==> config.mk <==
export PLATFORM = sky130hd
export DESIGN_NAME = lcs_top
export DESIGN_NICKNAME = d
export VERILOG_FILES = /design/src/rtl/lcs_pkg.sv /design/src/rtl/lcs_scan.sv /design/src/rtl/lcs_fifo.sv /design/src/rtl/lcs_top.sv
export SDC_FILE = /design/constraint.sdc
export NUM_CORES = 2
export LEC_CHECK = 0
export BUFFER_PORTS_ARGS = -buffer_cell sky130_fd_sc_hd__buf_2
export CORE_ASPECT_RATIO = 0.6
export CORE_UTILIZATION = 55
export DETAILED_ROUTE_END_ITERATION = 12
export GPL_ROUTABILITY_DRIVEN = 0
export PLACE_DENSITY = 0.72
export SLEW_MARGIN = 15
export SYNTH_ARGS = -nofsm -noshare
export SYNTH_HDL_FRONTEND = slang
export SYNTH_HIERARCHICAL = 1
export SYNTH_SLANG_ARGS = --single-unit
==> constraint.sdc <==
create_clock -name clk -period 33.2 [get_ports clk]
set_input_delay 4.98 -clock clk [delete_from_list [all_inputs] [get_ports clk]]
set_output_delay 4.98 -clock clk [all_outputs]
set_load 0.02 [all_outputs]
==> src/rtl/lcs_pkg.sv <==
package lcs_pkg;
    localparam int LINE_W  = 32;
    localparam int TS_W    = 64;
    localparam int SLICE_W = 8;

    typedef struct packed {
        logic [TS_W-1:0]    ts;
        logic [SLICE_W-1:0] slice;
        logic [LINE_W-1:0]  prev;
        logic [LINE_W-1:0]  cur;
    } lcs_entry_t;
endpackage

==> src/rtl/lcs_scan.sv <==
module lcs_scan
    import lcs_pkg::*;
#(
    parameter int SLICES = 4
) (
    input  logic                           clk,
    input  logic                           rst_n,
    input  logic [SLICES-1:0][LINE_W-1:0]  lines_i,
    input  logic [SLICES-1:0][LINE_W-1:0]  mask_i,
    input  logic                           en_i,
    input  logic                           full_i,
    output logic                           push_o,
    output logic                           drop_o,
    output logic [SLICE_W-1:0]             slice_o,
    output logic [LINE_W-1:0]              prev_o,
    output logic [LINE_W-1:0]              cur_o
);
    localparam int IDX_W = (SLICES > 1) ? $clog2(SLICES) : 1;

    typedef struct packed {
        logic [SLICES-1:0][LINE_W-1:0] prev;
    } scan_st_t;

    scan_st_t st_q, st_d;
    logic [SLICES-1:0][LINE_W-1:0] diff;
    logic             found;
    logic [IDX_W-1:0] gsel;

    always_comb begin
        st_d  = st_q;
        found = 1'b0;
        gsel  = '0;
        for (int s = 0; s < SLICES; s++) begin
            diff[s] = (lines_i[s] ^ st_q.prev[s]) & mask_i[s];
        end
        for (int s = 0; s < SLICES; s++) begin
            if (!found && (diff[s] != '0)) begin
                found = 1'b1;
                gsel  = IDX_W'(s);
            end
        end
        for (int s = 0; s < SLICES; s++) begin
            if (en_i) begin
                st_d.prev[s] = (st_q.prev[s] & mask_i[s]) | (lines_i[s] & ~mask_i[s]);
            end else begin
                st_d.prev[s] = lines_i[s];
            end
        end
        if (en_i && found) begin
            st_d.prev[gsel] = lines_i[gsel];
        end
        push_o  = en_i && found && !full_i;
        drop_o  = en_i && found && full_i;
        slice_o = SLICE_W'(gsel);
        prev_o  = st_q.prev[gsel] & mask_i[gsel];
        cur_o   = lines_i[gsel] & mask_i[gsel];
    end

    always_ff @(posedge clk or negedge rst_n) begin
        if (!rst_n) begin
            st_q <= '0;
        end else begin
            st_q <= st_d;
        end
    end

    p_entry_changed_r2: assert property (@(posedge clk) disable iff (!rst_n)
        push_o |-> (prev_o != cur_o));

    p_quiet_when_off_r9: assert property (@(posedge clk) disable iff (!rst_n)
        !en_i |-> (!push_o && !drop_o));
endmodule

==> src/rtl/lcs_fifo.sv <==
module lcs_fifo
    import lcs_pkg::*;
#(
    parameter int DEPTH = 8
) (
    input  logic                         clk,
    input  logic                         rst_n,
    input  logic                         push_i,
    input  lcs_entry_t                   entry_i,
    input  logic                         pop_i,
    output lcs_entry_t                   head_o,
    output logic [$clog2(DEPTH+1)-1:0]   count_o,
    output logic                         full_o
);
    localparam int PTR_W = (DEPTH > 1) ? $clog2(DEPTH) : 1;
    localparam int CNT_W = $clog2(DEPTH + 1);

    typedef struct packed {
        logic [PTR_W-1:0] wr;
        logic [PTR_W-1:0] rd;
        logic [CNT_W-1:0] cnt;
    } fifo_st_t;

    fifo_st_t   st_q, st_d;
    lcs_entry_t mem_q [DEPTH];
    logic       do_push, do_pop;

    always_comb begin
        st_d    = st_q;
        do_push = push_i && (st_q.cnt != CNT_W'(DEPTH));
        do_pop  = pop_i && (st_q.cnt != '0);
        if (do_push) begin
            st_d.wr = (st_q.wr == PTR_W'(DEPTH - 1)) ? '0 : st_q.wr + 1'b1;
        end
        if (do_pop) begin
            st_d.rd = (st_q.rd == PTR_W'(DEPTH - 1)) ? '0 : st_q.rd + 1'b1;
        end
        if (do_push && !do_pop) begin
            st_d.cnt = st_q.cnt + 1'b1;
        end else if (do_pop && !do_push) begin
            st_d.cnt = st_q.cnt - 1'b1;
        end
    end

    always_ff @(posedge clk or negedge rst_n) begin
        if (!rst_n) begin
            st_q <= '0;
        end else begin
            st_q <= st_d;
        end
    end

    always_ff @(posedge clk) begin
        if (do_push) begin
            mem_q[st_q.wr] <= entry_i;
        end
    end

    assign head_o  = (st_q.cnt != '0) ? mem_q[st_q.rd] : '0;
    assign count_o = st_q.cnt;
    assign full_o  = (st_q.cnt == CNT_W'(DEPTH));

    p_push_not_full_r7: assert property (@(posedge clk) disable iff (!rst_n)
        push_i |-> !full_o);

    p_empty_pop_r6: assert property (@(posedge clk) disable iff (!rst_n)
        (pop_i && (count_o == '0) && !push_i) |=> (count_o == '0));
endmodule

==> src/rtl/lcs_top.sv <==
module lcs_top
    import lcs_pkg::*;
#(
    parameter int SLICES = 4,
    parameter int DEPTH  = 8,
    parameter int ADDR_W = 8
) (
    input  logic                     clk,
    input  logic                     rst_n,
    input  logic [SLICES*LINE_W-1:0] lines_i,
    input  logic [ADDR_W-1:0]        bus_addr_i,
    input  logic                     bus_we_i,
    input  logic [31:0]              bus_wdata_i,
    output logic [31:0]              bus_rdata_o,
    output logic                     irq_o
);
    localparam int CNT_W = $clog2(DEPTH + 1);
    localparam logic [ADDR_W-1:0] A_CTRL = ADDR_W'(8'h00);
    localparam logic [ADDR_W-1:0] A_TSH  = ADDR_W'(8'h04);
    localparam logic [ADDR_W-1:0] A_TSL  = ADDR_W'(8'h08);
    localparam logic [ADDR_W-1:0] A_SRC  = ADDR_W'(8'h0C);
    localparam logic [ADDR_W-1:0] A_CUR  = ADDR_W'(8'h10);
    localparam logic [ADDR_W-1:0] A_PREV = ADDR_W'(8'h14);
    localparam logic [ADDR_W-1:0] A_CMD  = ADDR_W'(8'h1C);
    localparam logic [ADDR_W-1:0] A_STAT = ADDR_W'(8'h20);
    localparam int MASK_BASE = 'h40;
    localparam int MASK_STEP = 'h20;

    typedef struct packed {
        logic                          en;
        logic                          ie;
        logic [7:0]                    thr;
        logic                          ovf;
        logic [TS_W-1:0]               ts;
        logic [SLICES-1:0][LINE_W-1:0] mask;
    } top_st_t;

    top_st_t st_q, st_d;

    logic [SLICES-1:0][LINE_W-1:0] lines_v;
    logic              sc_push, sc_drop;
    logic [SLICE_W-1:0] sc_slice;
    logic [LINE_W-1:0] sc_prev, sc_cur;
    lcs_entry_t        new_entry, head;
    logic [CNT_W-1:0]  occ;
    logic              q_full;
    logic              pop_req, ovf_clr;
    logic [7:0]        occ8, thr_eff;
    logic              unused_bits;

    assign lines_v     = lines_i;
    assign unused_bits = ^{bus_wdata_i[31:16], bus_wdata_i[7:2]};

    assign new_entry.ts    = st_q.ts;
    assign new_entry.slice = sc_slice;
    assign new_entry.prev  = sc_prev;
    assign new_entry.cur   = sc_cur;

    lcs_scan #(.SLICES(SLICES)) u_scan (
        .clk     (clk),
        .rst_n   (rst_n),
        .lines_i (lines_v),
        .mask_i  (st_q.mask),
        .en_i    (st_q.en),
        .full_i  (q_full),
        .push_o  (sc_push),
        .drop_o  (sc_drop),
        .slice_o (sc_slice),
        .prev_o  (sc_prev),
        .cur_o   (sc_cur)
    );

    lcs_fifo #(.DEPTH(DEPTH)) u_fifo (
        .clk     (clk),
        .rst_n   (rst_n),
        .push_i  (sc_push),
        .entry_i (new_entry),
        .pop_i   (pop_req),
        .head_o  (head),
        .count_o (occ),
        .full_o  (q_full)
    );

    assign pop_req = bus_we_i && (bus_addr_i == A_CMD) && bus_wdata_i[0];
    assign ovf_clr = bus_we_i && (bus_addr_i == A_STAT) && bus_wdata_i[0];

    always_comb begin
        st_d    = st_q;
        st_d.ts = st_q.ts + 1'b1;
        if (bus_we_i && (bus_addr_i == A_CTRL)) begin
            st_d.en  = bus_wdata_i[0];
            st_d.ie  = bus_wdata_i[1];
            st_d.thr = bus_wdata_i[15:8];
        end
        for (int s = 0; s < SLICES; s++) begin
            if (bus_we_i && (bus_addr_i == ADDR_W'(MASK_BASE + s * MASK_STEP))) begin
                st_d.mask[s] = bus_wdata_i;
            end
        end
        if (ovf_clr) begin
            st_d.ovf = 1'b0;
        end
        if (sc_drop) begin
            st_d.ovf = 1'b1;
        end
    end

    always_ff @(posedge clk or negedge rst_n) begin
        if (!rst_n) begin
            st_q <= '0;
        end else begin
            st_q <= st_d;
        end
    end

    assign occ8    = 8'(occ);
    assign thr_eff = (st_q.thr == 8'd0) ? 8'd1 : st_q.thr;
    assign irq_o   = st_q.ie && (occ8 >= thr_eff);

    always_comb begin
        bus_rdata_o = '0;
        unique case (bus_addr_i)
            A_CTRL: bus_rdata_o = {16'd0, st_q.thr, 6'd0, st_q.ie, st_q.en};
            A_TSH:  bus_rdata_o = head.ts[63:32];
            A_TSL:  bus_rdata_o = head.ts[31:0];
            A_SRC:  bus_rdata_o = {8'd0, head.slice, 16'd0};
            A_CUR:  bus_rdata_o = head.cur;
            A_PREV: bus_rdata_o = head.prev;
            A_STAT: bus_rdata_o = {16'd0, occ8, 7'd0, st_q.ovf};
            default: bus_rdata_o = '0;
        endcase
        for (int s = 0; s < SLICES; s++) begin
            if (bus_addr_i == ADDR_W'(MASK_BASE + s * MASK_STEP)) begin
                bus_rdata_o = st_q.mask[s];
            end
        end
    end

    p_irq_needs_ie_r8: assert property (@(posedge clk) disable iff (!rst_n)
        irq_o |-> st_q.ie);

    p_drop_only_full_r7: assert property (@(posedge clk) disable iff (!rst_n)
        sc_drop |-> q_full);

    p_ovf_sticky_r7: assert property (@(posedge clk) disable iff (!rst_n)
        (st_q.ovf && !ovf_clr) |=> st_q.ovf);

    p_stamp_moves_r4: assert property (@(posedge clk) disable iff (!rst_n)
        1'b1 |=> (st_q.ts != $past(st_q.ts)));
endmodule

==> metrics.md <==
| Metric | Value |
|---|---|
| Outcome | `complete, no violations` |
| Htree depth | `3` |
| Post-synth EDFFs | `1088` |
| Crit Path Category | `in2out` |
| Largest net degree at the start of global routing | `114` |
| Placed Instances | `5113` |
| Die W | `433 um` |
| DR vias | `37039` |
| Max Fclk | `73.8 MHz` |
| Vias in the first global route | `34857` |
| Share of layout cells above drive strength 1 | `26.8%` |
| Share of Yosys cell area claimed by the top area cell type | `53.2%` |
| Row count | `94` |
| Setup violators final | `0` |
| GRT Util Overall | `32.0%` |
| Routed wl met2 | `76.0 mm` |
| Max Cap Viol | `0` |
| Minimum clock period | `13.55 ns` |
| Area of the multi-input gates | `18900 um2` |
| Die area | `113000 um2` |
| Post-CTS sizing | `0` |
| Synth Cell Area | `61400 um2` |
| Postcts setup bufs | `0` |
| #FFs+latches synth | `1429` |
| CTS Sinks | `1429` |
| Clk_skew | `0.0549 ns` |
| Top FF cell, synth | `edfxtp_1` |
| DRT met1 WL | `72.5 mm` |
| Initial detailed-routing violation count | `6111` |
| Worst-path clk slew | `0.07 ns` |
| Number of synthesis warnings | `6` |
| Synth Instances | `3608` |
| Post-synthesis sequential area ratio | `67.1%` |
| Unique masters post-synth | `73` |
| Die height | `261 um` |
| Worst-Skew Late Latency | `0.78 ns` |
| Clock Tree Buf Depth | `3` |
| Synth Area per Inst | `17.0 um2` |
| Root Buffer | `clkbuf_16` |
| Slew HR | `11.7%` |
| TritonCTS clock tree | `yes` |
| Initial Util | `55.7%` |
| First-pass GRT wire length | `257 mm` |
| Critical Path AT | `8.57 ns` |
| Pwr Density | `59.6 nW/um2` |
| Maximum vdd drop | `53.9 uV` |
| Synthesis-to-layout area growth | `10.7%` |
| Post-synth top area cell | `edfxtp_1` |
| Ports | `204` |
| Final setup TNS | `0 ns` |
| ANT nets after route | `0` |
| Hold Path Origin | `st_q[192]` |
| Worst-Margin Slew | `1.32 ns` |
| Core area | `110000 um2` |
| Top sig layer | `met5` |
| Startpoint types | `primary input` |
| Mean routed wirelength per cell | `33.8 um` |
| Total CTS buffers | `119` |
| Fillers | `7854` |
| Total gr overflow | `0` |
| Vias per cell | `6.92` |
| Post-synth ARST share | `23.9%` |
| CP Max Fanout | `57` |
| Worst setup EP type | `primary output` |
| Routed wl met3 | `26.4 mm` |
| Reg2Reg Launch Point | `u_scan/st_q[89]` |
| RSZ-0062 raised after global routing | `no` |
| Final nets | `3931` |
| Final Max Slew Viols | `0` |
| Origin of the worst setup path | `bus_addr_i[5]` |
| DRC viols | `0` |
| Worst Path Required | `28.22 ns` |
| Fin crit share | `40.8%` |
| Initial antenna violation count | `25` |
| Final WL | `181 mm` |
| HP Class | `reg2reg` |
| Leading cell types by total area after synthesis | `edfxtp_1, dfrtp_1, mux4_2, mux2_2, a22oi_1` |
| Fin. Hold Viols | `0` |
| P_leak | `24.4 nW` |
| DR pass1 iterations | `9` |
| Finished Layout Cells | `5350` |
| Port buffer count | `203` |
| DP Wirelength | `116 mm` |
| Cts hold-fix bufs | `0` |
| FF+latch area | `41200 um2` |
[final cells by class]
type	instances	area share [%]
Antenna cell	8	0.0294
Clock buffer	169	5.06
Clock inverter	59	1.19
Inverter	18	0.0994
Multi-Input combinational cell	1905	27.9
Sequential cell	1429	60.6
Tap cell	1488	2.74
Timing Repair Buffer	274	2.41
[cell families (layout without fill, tap and decap cells)]
kind of cell,after synthesis,count (layout),share of synthesized area [%]
simple gates,521,521,4.37
fa+ha+maj,13,13,0.277
xor+xnor,192,192,2.74
mux,589,589,15.7
buf+inv,279,520,2.32
compound gates,584,584,7.54
other cells,1,14,0.00611
flops,1429,1429,67.1
[Yosys cell counts, types with 29 or more instances]
master    number
a22oi_1      185
mux4_2       273
xnor2_1       42
buf_1         32
edfxtp_1    1088
clkbuf_1     122
nand2_1      224
mux2i_1       65
o21ai_0       72
a222oi_1      64
mux2_1        37
nand3_1       29
dfrtp_1      341
nor2_1        48
a21bo_2       31
buf_2         51
mux2_2       214
nand4_1       80
a22o_1       151
xor2_1       150
nand3b_1      34
[registers in the layout, indices dropped and copies added, names as in the netlist]
register / flops
u_fifo/mem_q: 1088
st_q: 139
u_scan/st_q: 128
new_entry: 64
u_fifo/st_q: 6
u_fifo/count_o: 4
[through the flow]
stage / util [%] / hold slack [ns] / setup slack (ns) / instance area [um2] / total power (W)
detailed placement: 57.8 / 0.475 / 19.88 / 63700 / 0.00254
floorplan: - / 0.451 / 13.11 / 61400 / 0.00232
finish: 61.7 / 0.503 / 19.65 / 68000 / 0.00405
global route: 61.7 / 0.520 / 19.67 / 68000 / 0.00414
global placement: 57.8 / 0.465 / 19.92 / 63700 / 0.00253
CTS: 61.7 / 0.487 / 19.86 / 68000 / 0.00403
[path summary, 6_finish.rpt]
path | end | slack, ns | cells past startpoint
max in group asynchronous | st_q[24] | 26.81 | 3
min in group asynchronous | u_scan/st_q[36] | 4.24 | 1
max reg2reg | u_fifo/mem_q[7][55] | 27.32 | 10
min reg2reg | st_q[192] | 0.50 | 1
max | bus_rdata_o[15] | 19.65 | 7
min | st_q[192] | 0.50 | 1
[placed cells by master, fill, tap and decap left out, types with 10 or more instances in the layout]
master     synthesis  final
edfxtp_1        1088   1088
dfrtp_1          341    339
mux4_2           273    273
nand2_1          224    222
mux2_2           214    214
buf_2             51    201
a22oi_1          185    185
a22o_1           151    151
xor2_1           150    150
clkbuf_16          0    121
nand4_1           80     80
o21ai_0           72     72
buf_4             28     66
mux2i_1           65     65
a222oi_1          64     64
nor2_1            48     45
xnor2_1           42     42
mux2_1            37     37
nand3b_1          34     34
a21bo_2           31     31
nand3_1           29     29
clkbuf_1         122     23
o22ai_1           22     22
clkbuf_8           0     22
clkinv_2           0     21
inv_1             18     18
nor3_1            23     17
bufinv_16          0     16
a21oi_1           12     12
ha_1              12     12
and3_1            11     10
nor4_1            13     10
[worst max-delay path, stage by stage]
cell and delay, ns:
buf_4 0.71, nand3b_1 0.54, buf_4 0.40, nor4_2 0.82, a21oi_1 0.06, o21ai_0 0.72
buf_2 0.30
[where the power goes]
group          total (W)  switching, W  internal, W
sequential       0.00200     0.0000408      0.00196
combinational   0.000532      0.000383     0.000149
clock            0.00152      0.000668     0.000851
[metal layers]
metal  GRT usage, %  vias to the layer above
met2           43.7                     2624
li1               -                    14845
met5              0                        -
met3           12.0                      395
met1           48.0                    19161
met4           9.01                       14
No activity file was read; power rests on OpenSTA's default activity.
